$ cat config.mk
export PLATFORM = sky130hd
export DESIGN_NAME = fsyn_channel
export DESIGN_NICKNAME = d
export VERILOG_FILES = /design/src/rtl/fsyn_pkg.sv /design/src/rtl/fsyn_phase_acc.sv /design/src/rtl/fsyn_post_div.sv /design/src/rtl/fsyn_channel.sv
export SDC_FILE = /design/constraint.sdc
export NUM_CORES = 1
export LEC_CHECK = 0
export BUFFER_PORTS_ARGS = -buffer_cell sky130_fd_sc_hd__buf_2
export CAP_MARGIN = 20
export CORE_MARGIN = 2
export CORE_UTILIZATION = 30
export DETAILED_ROUTE_END_ITERATION = 12
export HOLD_SLACK_MARGIN = 0.05
export SYNTH_ARGS = -nofsm -noshare
export SYNTH_HDL_FRONTEND = slang
export SYNTH_SLANG_ARGS = --single-unit
$ cat constraint.sdc
create_clock -name clk_vco -period 7.9 [get_ports clk_vco]
set_clock_uncertainty 0.2 [all_clocks]
set_input_delay 0.79 -clock clk_vco [delete_from_list [all_inputs] [get_ports clk_vco]]
set_output_delay 0.79 -clock clk_vco [all_outputs]
set_load 0.01 [all_outputs]
$ cat src/rtl/fsyn_pkg.sv
package fsyn_pkg;

  // Step between edges, in units of 2^-fr_w phase step:
  // (2^ph_w + md) whole steps followed by the fraction pe.
  function automatic logic [31:0] fs_step(input logic [31:0] md,
                                          input logic [31:0] pe,
                                          input int unsigned ph_w,
                                          input int unsigned fr_w);
    return (((32'd1 << ph_w) + md) << fr_w) | pe;
  endfunction

  // Window length of the power-of-two divider for exponent s.
  function automatic logic [31:0] fs_win(input logic [31:0] s);
    return 32'd1 << s;
  endfunction

endpackage

$ cat src/rtl/fsyn_phase_acc.sv
module fsyn_phase_acc
  import fsyn_pkg::*;
#(
  parameter int PH_W = 5,
  parameter int FR_W = 15
) (
  input  logic            clk,
  input  logic            rst_n,
  input  logic            run,
  input  logic [PH_W-1:0] md,
  input  logic [FR_W-1:0] pe,
  output logic            tick,
  output logic [PH_W-1:0] phase,
  output logic [1:0]      gap_nxt
);
  localparam int ACC_W = PH_W + FR_W;
  localparam int SUM_W = ACC_W + 2;

  logic [ACC_W-1:0] acc_q;
  logic [1:0]       gap_q;
  logic [SUM_W-1:0] sum;
  logic [31:0]      step32;

  always_comb begin
    step32  = fs_step(32'(md), 32'(pe), PH_W, FR_W);
    sum     = SUM_W'(acc_q) + SUM_W'(step32);
    gap_nxt = sum[SUM_W-1:ACC_W];
  end

  assign tick  = run && (gap_q == 2'd1);
  assign phase = tick ? acc_q[ACC_W-1 -: PH_W] : '0;

  always_ff @(posedge clk) begin
    if (!rst_n || !run) begin
      acc_q <= '0;
      gap_q <= 2'd1;
    end else if (tick) begin
      acc_q <= sum[ACC_W-1:0];
      gap_q <= gap_nxt;
    end else begin
      gap_q <= gap_q - 2'd1;
    end
  end

endmodule

$ cat src/rtl/fsyn_post_div.sv
module fsyn_post_div
  import fsyn_pkg::*;
#(
  parameter int SD_W = 4
) (
  input  logic            clk,
  input  logic            rst_n,
  input  logic            run,
  input  logic            tick,
  input  logic [SD_W-1:0] sdiv,
  input  logic            div3_n,
  output logic            start,
  output logic            level,
  output logic [SD_W-1:0] win_sdiv,
  output logic            win_div3
);
  localparam int SC_W = (1 << SD_W) - 1;

  logic [SC_W-1:0] scnt_q;
  logic [1:0]      d3_q;
  logic [SD_W-1:0] s_q;
  logic            d3m_q;
  logic [SD_W-1:0] eff_s;
  logic            eff_d3;
  logic [SC_W:0]   win_len;
  logic            s_last;
  logic            s_wrap;
  logic            half_lo;

  always_comb begin
    start   = tick && (scnt_q == '0) && (d3_q == 2'd0);
    eff_s   = start ? sdiv : s_q;
    eff_d3  = start ? !div3_n : d3m_q;
    win_len = (SC_W+1)'(fs_win(32'(eff_s)));
    s_last  = ({1'b0, scnt_q} == (win_len - 1'b1));
    s_wrap  = tick && s_last;
    half_lo = (s_q != '0) && ((scnt_q >> (s_q - 1'b1)) == '0);
    if (!run)
      level = 1'b0;
    else if (eff_d3)
      level = (d3_q == 2'd0);
    else
      level = start || half_lo;
  end

  assign win_sdiv = s_q;
  assign win_div3 = d3m_q;

  always_ff @(posedge clk) begin
    if (!rst_n || !run) begin
      scnt_q <= '0;
      d3_q   <= 2'd0;
      s_q    <= '0;
      d3m_q  <= 1'b0;
    end else begin
      if (start) begin
        s_q   <= sdiv;
        d3m_q <= !div3_n;
      end
      if (tick)
        scnt_q <= s_last ? '0 : scnt_q + 1'b1;
      if (s_wrap && eff_d3)
        d3_q <= (d3_q == 2'd2) ? 2'd0 : d3_q + 2'd1;
    end
  end

endmodule

$ cat src/rtl/fsyn_channel.sv
module fsyn_channel #(
  parameter int PH_W = 5,
  parameter int FR_W = 15,
  parameter int SD_W = 4
) (
  input  logic            clk_vco,
  input  logic            rst_n,
  input  logic            ch_rst_n,
  input  logic            stby_n,
  input  logic [PH_W-1:0] md_i,
  input  logic [FR_W-1:0] pe_i,
  input  logic [SD_W-1:0] sdiv_i,
  input  logic            div3_n_i,
  output logic            tick_o,
  output logic [PH_W-1:0] phase_o,
  output logic            div_en_o,
  output logic            lvl_o
);
  logic            prog_w;
  logic            run_w;
  logic [1:0]      gap_nxt_w;
  logic [SD_W-1:0] win_sdiv_w;
  logic            win_div3_w;

  assign prog_w = (|md_i) || (|pe_i) || (|sdiv_i);
  assign run_w  = rst_n && ch_rst_n && stby_n && prog_w;

  fsyn_phase_acc #(.PH_W(PH_W), .FR_W(FR_W)) u_acc (
    .clk     (clk_vco),
    .rst_n   (rst_n),
    .run     (run_w),
    .md      (md_i),
    .pe      (pe_i),
    .tick    (tick_o),
    .phase   (phase_o),
    .gap_nxt (gap_nxt_w)
  );

  fsyn_post_div #(.SD_W(SD_W)) u_pdiv (
    .clk      (clk_vco),
    .rst_n    (rst_n),
    .run      (run_w),
    .tick     (tick_o),
    .sdiv     (sdiv_i),
    .div3_n   (div3_n_i),
    .start    (div_en_o),
    .level    (lvl_o),
    .win_sdiv (win_sdiv_w),
    .win_div3 (win_div3_w)
  );

endmodule

==> out/summary.txt, run 1 <==
status - finished clean
final hold violations - 0
switching pwr - 0.1775 mW
Slew HR - 41.34%
EDFF count, synth - 0
root buf cell - clkbuf_16
clk sinks - 44
flops & latches, synth - 44
crit path DAT - 5540 ps
Post-CTS Setup Inserts - 0
final WL - 11620 µm
RSZ-0062 raised after global routing - no
DR pass1 iterations - 5
Die Area - 14520 µm²
Yosys top cell by area - dfxtp_1
initial antenna violation count - 0
share of layout cells above drive strength 1 - 13.21%
via count - 3969
ranking of synthesized cells by area - dfxtp_1 (22%), ha_1 (7.7%), nor2_1 (6.6%)
CTS tree - done
die extent in y - 120.5 µm
antenna-violating nets left - 0
Worst-Skew Late Latency - 290 ps
I/O pin cnt - 37
worst-path fanout max - 21
layout net count - 599
crit path capture type - flop
largest net degree at the start of global routing - 36
GPL Wtd Cong - 0.9534
setup violators final - 0
clock share of power - 39.2%
Global Route Usage Sum - 16.24%
maximum clock path buffer count - 2
Starting Density - 30.75%
maximum vdd ir drop - 0.07038 mV
Hold/Removal Path Class - reg -> reg
Layout Area Growth over Synthesis - 10.66%
num rows - 42
total gr overflow - 0
routed len/inst - 16.12 µm
Netlist cell types - 72
Post-synth ARST share - 0%
synthesized area - 4073 µm²
hpwl dp - 8626 µm
leakage power - 1.903 nW
Most used DFF post-synth - dfxtp_1
final instance area - 4507 µm²
detailed-route vias per instance - 5.505
Fill cells - 1445
IO buf count - 36
Internal - 0.4335 mW
DRT iter0 DRCs - 304
required time of the critical path - 7860 ps
Chip Width - 120.5 µm
part of the cycle the worst path needs - 70.57%
Yosys Warn Count - 0
Synth Instances - 534
vias in the first global route - 3836
global-route wire length before repair - 19340 µm
syn_area_per_cell - 7.627 µm²
Max Clock Freq - 179.4 MHz
clk slew on worst S/H paths - 60 ps
Register Area - 880.8 µm²
Diodes inserted - 0
H-Tree Level Count - 2
Seq pwr share - 38.2%
CTS buffer count - 5
Comb pwr share - 22.7%
DP Area - 4339 µm²
most frequent cell after synthesis - nor2_1
critical path class - in -> reg
worst-margin pin slew - 878.7 ps
Pwr Density - 135.6 nW/µm²
cts repair resizes - 0
post-layout min period - 5575 ps
Post-route DRC - 0
crit start category - input port
Mapped Nets - 589
post-synthesis sequential area ratio - 21.63%
Final TNS setup - 0 ps
Switching Share - 29.05%
Synth top cells by count - nor2_1 (72), dfxtp_1 (44), nand2_1 (42), a21oi_1 (33), nand3_1 (28)
Multi-input gate area - 2954 µm²
Hold Buf Count CTS - 0
Core Area - 13240 µm²
Slew Viols, Final - 0
max-cap viol count - 0
Yosys top cell area share - 21.63%
cell usage in the layout, fill, tap and decap left out, types with 6 or more instances in the layout:
cell type	synthesis	final
o21ai_0	21	20
inv_1	16	16
nand4_1	10	10
a21oi_1	33	33
nor4_1	10	10
mux2i_1	23	23
ha_1	25	25
dfxtp_1	44	44
nor2_1	72	72
nand2_1	42	42
xor2_1	16	16
and3_1	14	14
a21o_1	12	12
nor3_1	9	9
nor2b_1	6	6
xnor2_1	24	24
a211oi_1	6	6
buf_2	8	36
nand3_1	28	28
worst paths after layout:
kind                    start                to  slack (ps)  cells after the start
max                   pe_i[7]  u_pdiv.scnt_q[6]        2330                     18
min           u_acc.acc_q[14]   u_acc.acc_q[14]         280                      2
max reg2reg  u_pdiv.scnt_q[0]  u_pdiv.scnt_q[6]        2680                     19
min reg2reg   u_acc.acc_q[14]   u_acc.acc_q[14]         280                      2
routing by layer:
metal	GRT usage, %	wire length [µm]
met5	0	0
met4	5.305	206
met3	1.698	678
met2	27.26	5395
met1	21.75	5342
kinds of logic (layout without fill, tap and decap cells):
| group | after synthesis | in the layout | share of synthesized area (%) |
|---|---|---|---|
| AOI/OAI and AO/OA | 125 | 125 | 21.78 |
| xor gates and xnor gates | 40 | 40 | 8.602 |
| adders and majority gates | 26 | 26 | 8.172 |
| buffers and inverters | 55 | 66 | 5.929 |
| DFF | 44 | 44 | 21.63 |
| muxes | 26 | 26 | 6.667 |
| and+or+nand+nor | 218 | 218 | 27.22 |
state kept, by name, indices dropped and copies added (netlist names):
register / count
u_acc.gap_q: 2
u_acc.acc_q: 20
u_pdiv.d3_q: 2
u_pdiv.win_sdiv: 4
u_pdiv.win_div3: 1
u_pdiv.scnt_q: 15
worst max-delay path, stage by stage:
cell       delay [ps]
buf_2             110
nor4_1            640
nand4_2           250
o2111ai_4         560
inv_4             190
nand3_1           130
and2_1            130
ha_1              590
inv_1             300
o21ai_0           260
a22oi_1           110
xnor2_1           170
o21ai_0           180
nand4_1           130
nor4_2            330
nand3_2           190
o21ai_4           350
nor2_1            100
power by group through the flow:
stage                     registers, mW  logic (mW)  clock network, mW
after global placement            0.238       0.136                  0
after detailed placement          0.238       0.137                  0
after global routing              0.234       0.154              0.254
final                             0.233       0.139              0.239
after floorplan                   0.234       0.105                  0
after CTS                         0.233       0.138              0.245
area by class of cell:
| class | count | share of cell area [%] |
|---|---|---|
| flip-flops and latches | 44 | 19.54 |
| clock inverters | 3 | 0.9439 |
| repair buffers | 41 | 4.831 |
| clock buffers | 5 | 2.776 |
| inverters | 17 | 1.471 |
| multi-input cells | 435 | 65.55 |
| well taps | 176 | 4.886 |
through the flow:
stage / utilization, % / hold slack [ps] / total power, mW / std cells / setup slack (ps)
after floorplan: - / 248.2 / 0.3396 / 534 / 3304
after global placement: 32.77 / 270.9 / 0.3734 / 713 / 2213
after detailed placement: 32.77 / 274.6 / 0.3753 / 713 / 2077
after CTS: 34.03 / 283.6 / 0.6164 / 721 / 2355
after global routing: 34.03 / 328.7 / 0.6416 / 721 / 1928
final: 34.03 / 283.3 / 0.6110 / 721 / 2325
No activity file was read; power rests on OpenSTA's default activity.
==> run 2: changes to the inputs <==
Settings changed: ABC_AREA set to 1.
Clock period 7.9 ns to 5.6 ns, I/O delays scaled along.
==> run 2 against run 1 <==
Wire length is 12% lower. Final area is 5.2% lower. Die area is 7.0% lower. Critical endpoint is now u_pdiv.scnt_q[2]. Sequential share of layout area is 1.1 points higher. Synthesized area is 7.2% lower. Highest routed layer unchanged.
==> out/summary.txt, run 2 <==
flops & latches, synth - 44
Most used DFF post-synth - dfxtp_1
Yosys top cell by area - dfxtp_1
IO buf count - 36
vias in the first global route - 3621
clk slew on worst S/H paths - 60 ps
detailed-route vias per instance - 4.813
Synth Instances - 590
worst-margin pin slew - 795.5 ps
Die Area - 13510 µm²
crit path capture type - flop
H-Tree Level Count - 2
Yosys top cell area share - 23.31%
Worst-Skew Late Latency - 290 ps
Post-Place Setup Slack - 1782 ps
Multi-input gate area - 2512 µm²
Post-route DRC - 0
EDFF count, synth - 0
Fill cells - 1329
clk sinks - 44
Pwr Density - 190.6 nW/µm²
Hold/Removal Path Class - reg -> reg
via count - 3807
antenna-violating nets left - 0
Internal - 0.5743 mW
layout net count - 678
cts repair resizes - 0
commonest non-fill, non-tap cell in the layout - nand2_1
GPL Wtd Cong - 0.9135
leakage power - 2.100 nW
Chip Width - 116.2 µm
worst reg-to-reg setup slack - 1840 ps
Slew HR - 46.84%
switching pwr - 0.2400 mW
clock share of power - 37.8%
maximum clock path buffer count - 2
setup violators final - 0
RSZ-0062 raised after global routing - no
die extent in y - 116.2 µm
Register Area - 880.8 µm²
r2r startpoint - u_pdiv.scnt_q[0]
Starting Density - 31.07%
Post-synth ARST share - 0%
FF-to-FF End - u_pdiv.scnt_q[2]
crit start category - flop
Synth top cells by count - nand2_1 (141), inv_1 (75), nor2_1 (61), dfxtp_1 (44)
Final Util - 35.12%
Placed Cells - 784
worst-path fanout max - 10
Yosys Warn Count - 0
Largest register FFs - 20
initial antenna violation count - 0
most frequent cell after synthesis - nand2_1
part of the cycle the worst path needs - 67.19%
Post-CTS Setup Inserts - 0
status - finished clean
largest net degree at the start of global routing - 24
share of layout cells above drive strength 1 - 14.93%
Most flops, register - u_acc.acc_q
critical path class - reg -> reg
final non-filler cell total - 791
total gr overflow - 0
Switching Share - 29.47%
post-synthesis sequential area ratio - 23.31%
Final WS setup - 1837 ps
crit-path max cell delay - 390 ps
DR pass1 iterations - 5
synthesized area - 3779 µm²
Final TNS setup - 0 ps
R2R cell count - 23
required time of the critical path - 5580 ps
final hold violations - 0
Max Clock Freq - 265.8 MHz
Mapped Nets - 645
CTS buffer count - 5
num rows - 40
final WL - 10180 µm
hpwl dp - 8010 µm
global-route wire length before repair - 17150 µm
Diodes inserted - 0
Layout Area Growth over Synthesis - 13.05%
CTS tree - done
CP endpoint - u_pdiv.scnt_q[2]
crit path DAT - 3740 ps
Hold Buf Count CTS - 0
CP max stage cell - dfxtp_1
Slew Viols, Final - 0
ranking of synthesized cells by area - dfxtp_1 (23%), nand2_1 (14%), ha_1 (8.3%)
Setup crit start - u_pdiv.scnt_q[0]
Global Route Usage Sum - 15.91%
max-cap viol count - 0
syn_area_per_cell - 6.404 µm²
post-layout min period - 3763 ps
maximum vdd ir drop - 0.1193 mV
routed len/inst - 12.87 µm
root buf cell - clkbuf_16
CP Cell Sequence - inv_1, ha_1, nand2_1, nor2_1, nand3_1, nor2_2, nand4_1, nand2_1, nand2_4, nand2_4, inv_2, nand3_1, ha_1, xor2_1, nor2_1, nor2_1, nand3_1, nor2_1, nand3_2, nor2_4, a21oi_4, nand3_1, inv_1
I/O pin cnt - 37
Seq pwr share - 39.9%
most frequent cells in the layout - nand2_1 (141), inv_1 (75), nor2_1 (61), dfxtp_1 (44)
Core Area - 12160 µm²
Netlist cell types - 45
DRT iter0 DRCs - 218
Power Total - 0.8143 mW
Comb pwr share - 22.2%
run 2: cell types whose count changed after synthesis, moves of 9 or more:
cell      before  now
and3_1        14    1
o21ai_0       21   34
nand2_1       42  141
nand3_1       28   42
inv_1         16   75
a21o_1        12    0
mux2i_1       23    0
clkbuf_1      23    8
inv_2          0   11
nor2_1        72   61
xnor2_1       24    8
a21oi_1       33   42
run 2: logic make-up (layout without fill, tap and decap cells):
group / Yosys count / count (layout) / synth area share [%]
xor gates and xnor gates: 20 / 20 / 4.636
DFF: 44 / 44 / 23.31
buffers and inverters: 98 / 131 / 10.20
and+or+nand+nor: 301 / 301 / 37.85
adders and majority gates: 26 / 26 / 8.808
AOI/OAI and AO/OA: 101 / 101 / 15.20
run 2: worst min-delay path by stage:
stage,start,to,slack [ps],cells after the start
2_1_floorplan,u_acc.gap_q[0],u_acc.gap_q[0],240,1
3_5_place_dp,u_acc.acc_q[0],u_acc.acc_q[0],260,2
4_1_cts,u_acc.acc_q[0],u_acc.acc_q[0],270,2
5_1_grt,u_acc.acc_q[0],u_acc.acc_q[0],300,2
3_3_place_gp,u_acc.acc_q[0],u_acc.acc_q[0],250,2
6_report,u_acc.acc_q[0],u_acc.acc_q[0],270,2
run 2: layer usage:
| layer | track usage (%) | wire (µm) | vias to the layer above |
|---|---|---|---|
| met5 | 0 | 0 | - |
| met1 | 21.60 | 4895 | 1715 |
| li1 | - | - | 1977 |
| met3 | 1.972 | 435 | 16 |
| met4 | 4.921 | 172 | 0 |
| met2 | 26.40 | 4677 | 99 |
run 2: area by class of cell:
class / count / share of cell area [%]
Clock buffer: 7 / 3.574
Timing Repair Buffer: 37 / 4.394
Multi-Input combinational cell: 448 / 58.82
Inverter: 87 / 7.674
Sequential cell: 44 / 20.62
Tap cell: 168 / 4.921
run 2: power groups by stage:
stage / registers, mW / logic (mW) / clock network (mW)
detailed placement: 0.332 / 0.179 / 0
floorplan: 0.330 / 0.136 / 0
CTS: 0.325 / 0.180 / 0.316
global route: 0.326 / 0.206 / 0.324
finish: 0.325 / 0.181 / 0.308
global placement: 0.332 / 0.178 / 0
run 2: critical path: cells and delay by family (launching register included):
kind                       cells  cell delay [ps]
and+or+nand+nor               16             1950
adders and majority gates      2              480
xor gates and xnor gates       1              210
AOI/OAI and AO/OA              1              140
buffers and inverters          3              310
DFF                            1              390
run 2: per-stage QoR:
step           hold slack (ps)  instance area (µm²)
2_1_floorplan            238.0                 3779
3_3_place_gp             253.2                 4119
3_5_place_dp             259.9                 4119
4_1_cts                  268.4                 4272
5_1_grt                  301.6                 4272
6_report                 273.7                 4272
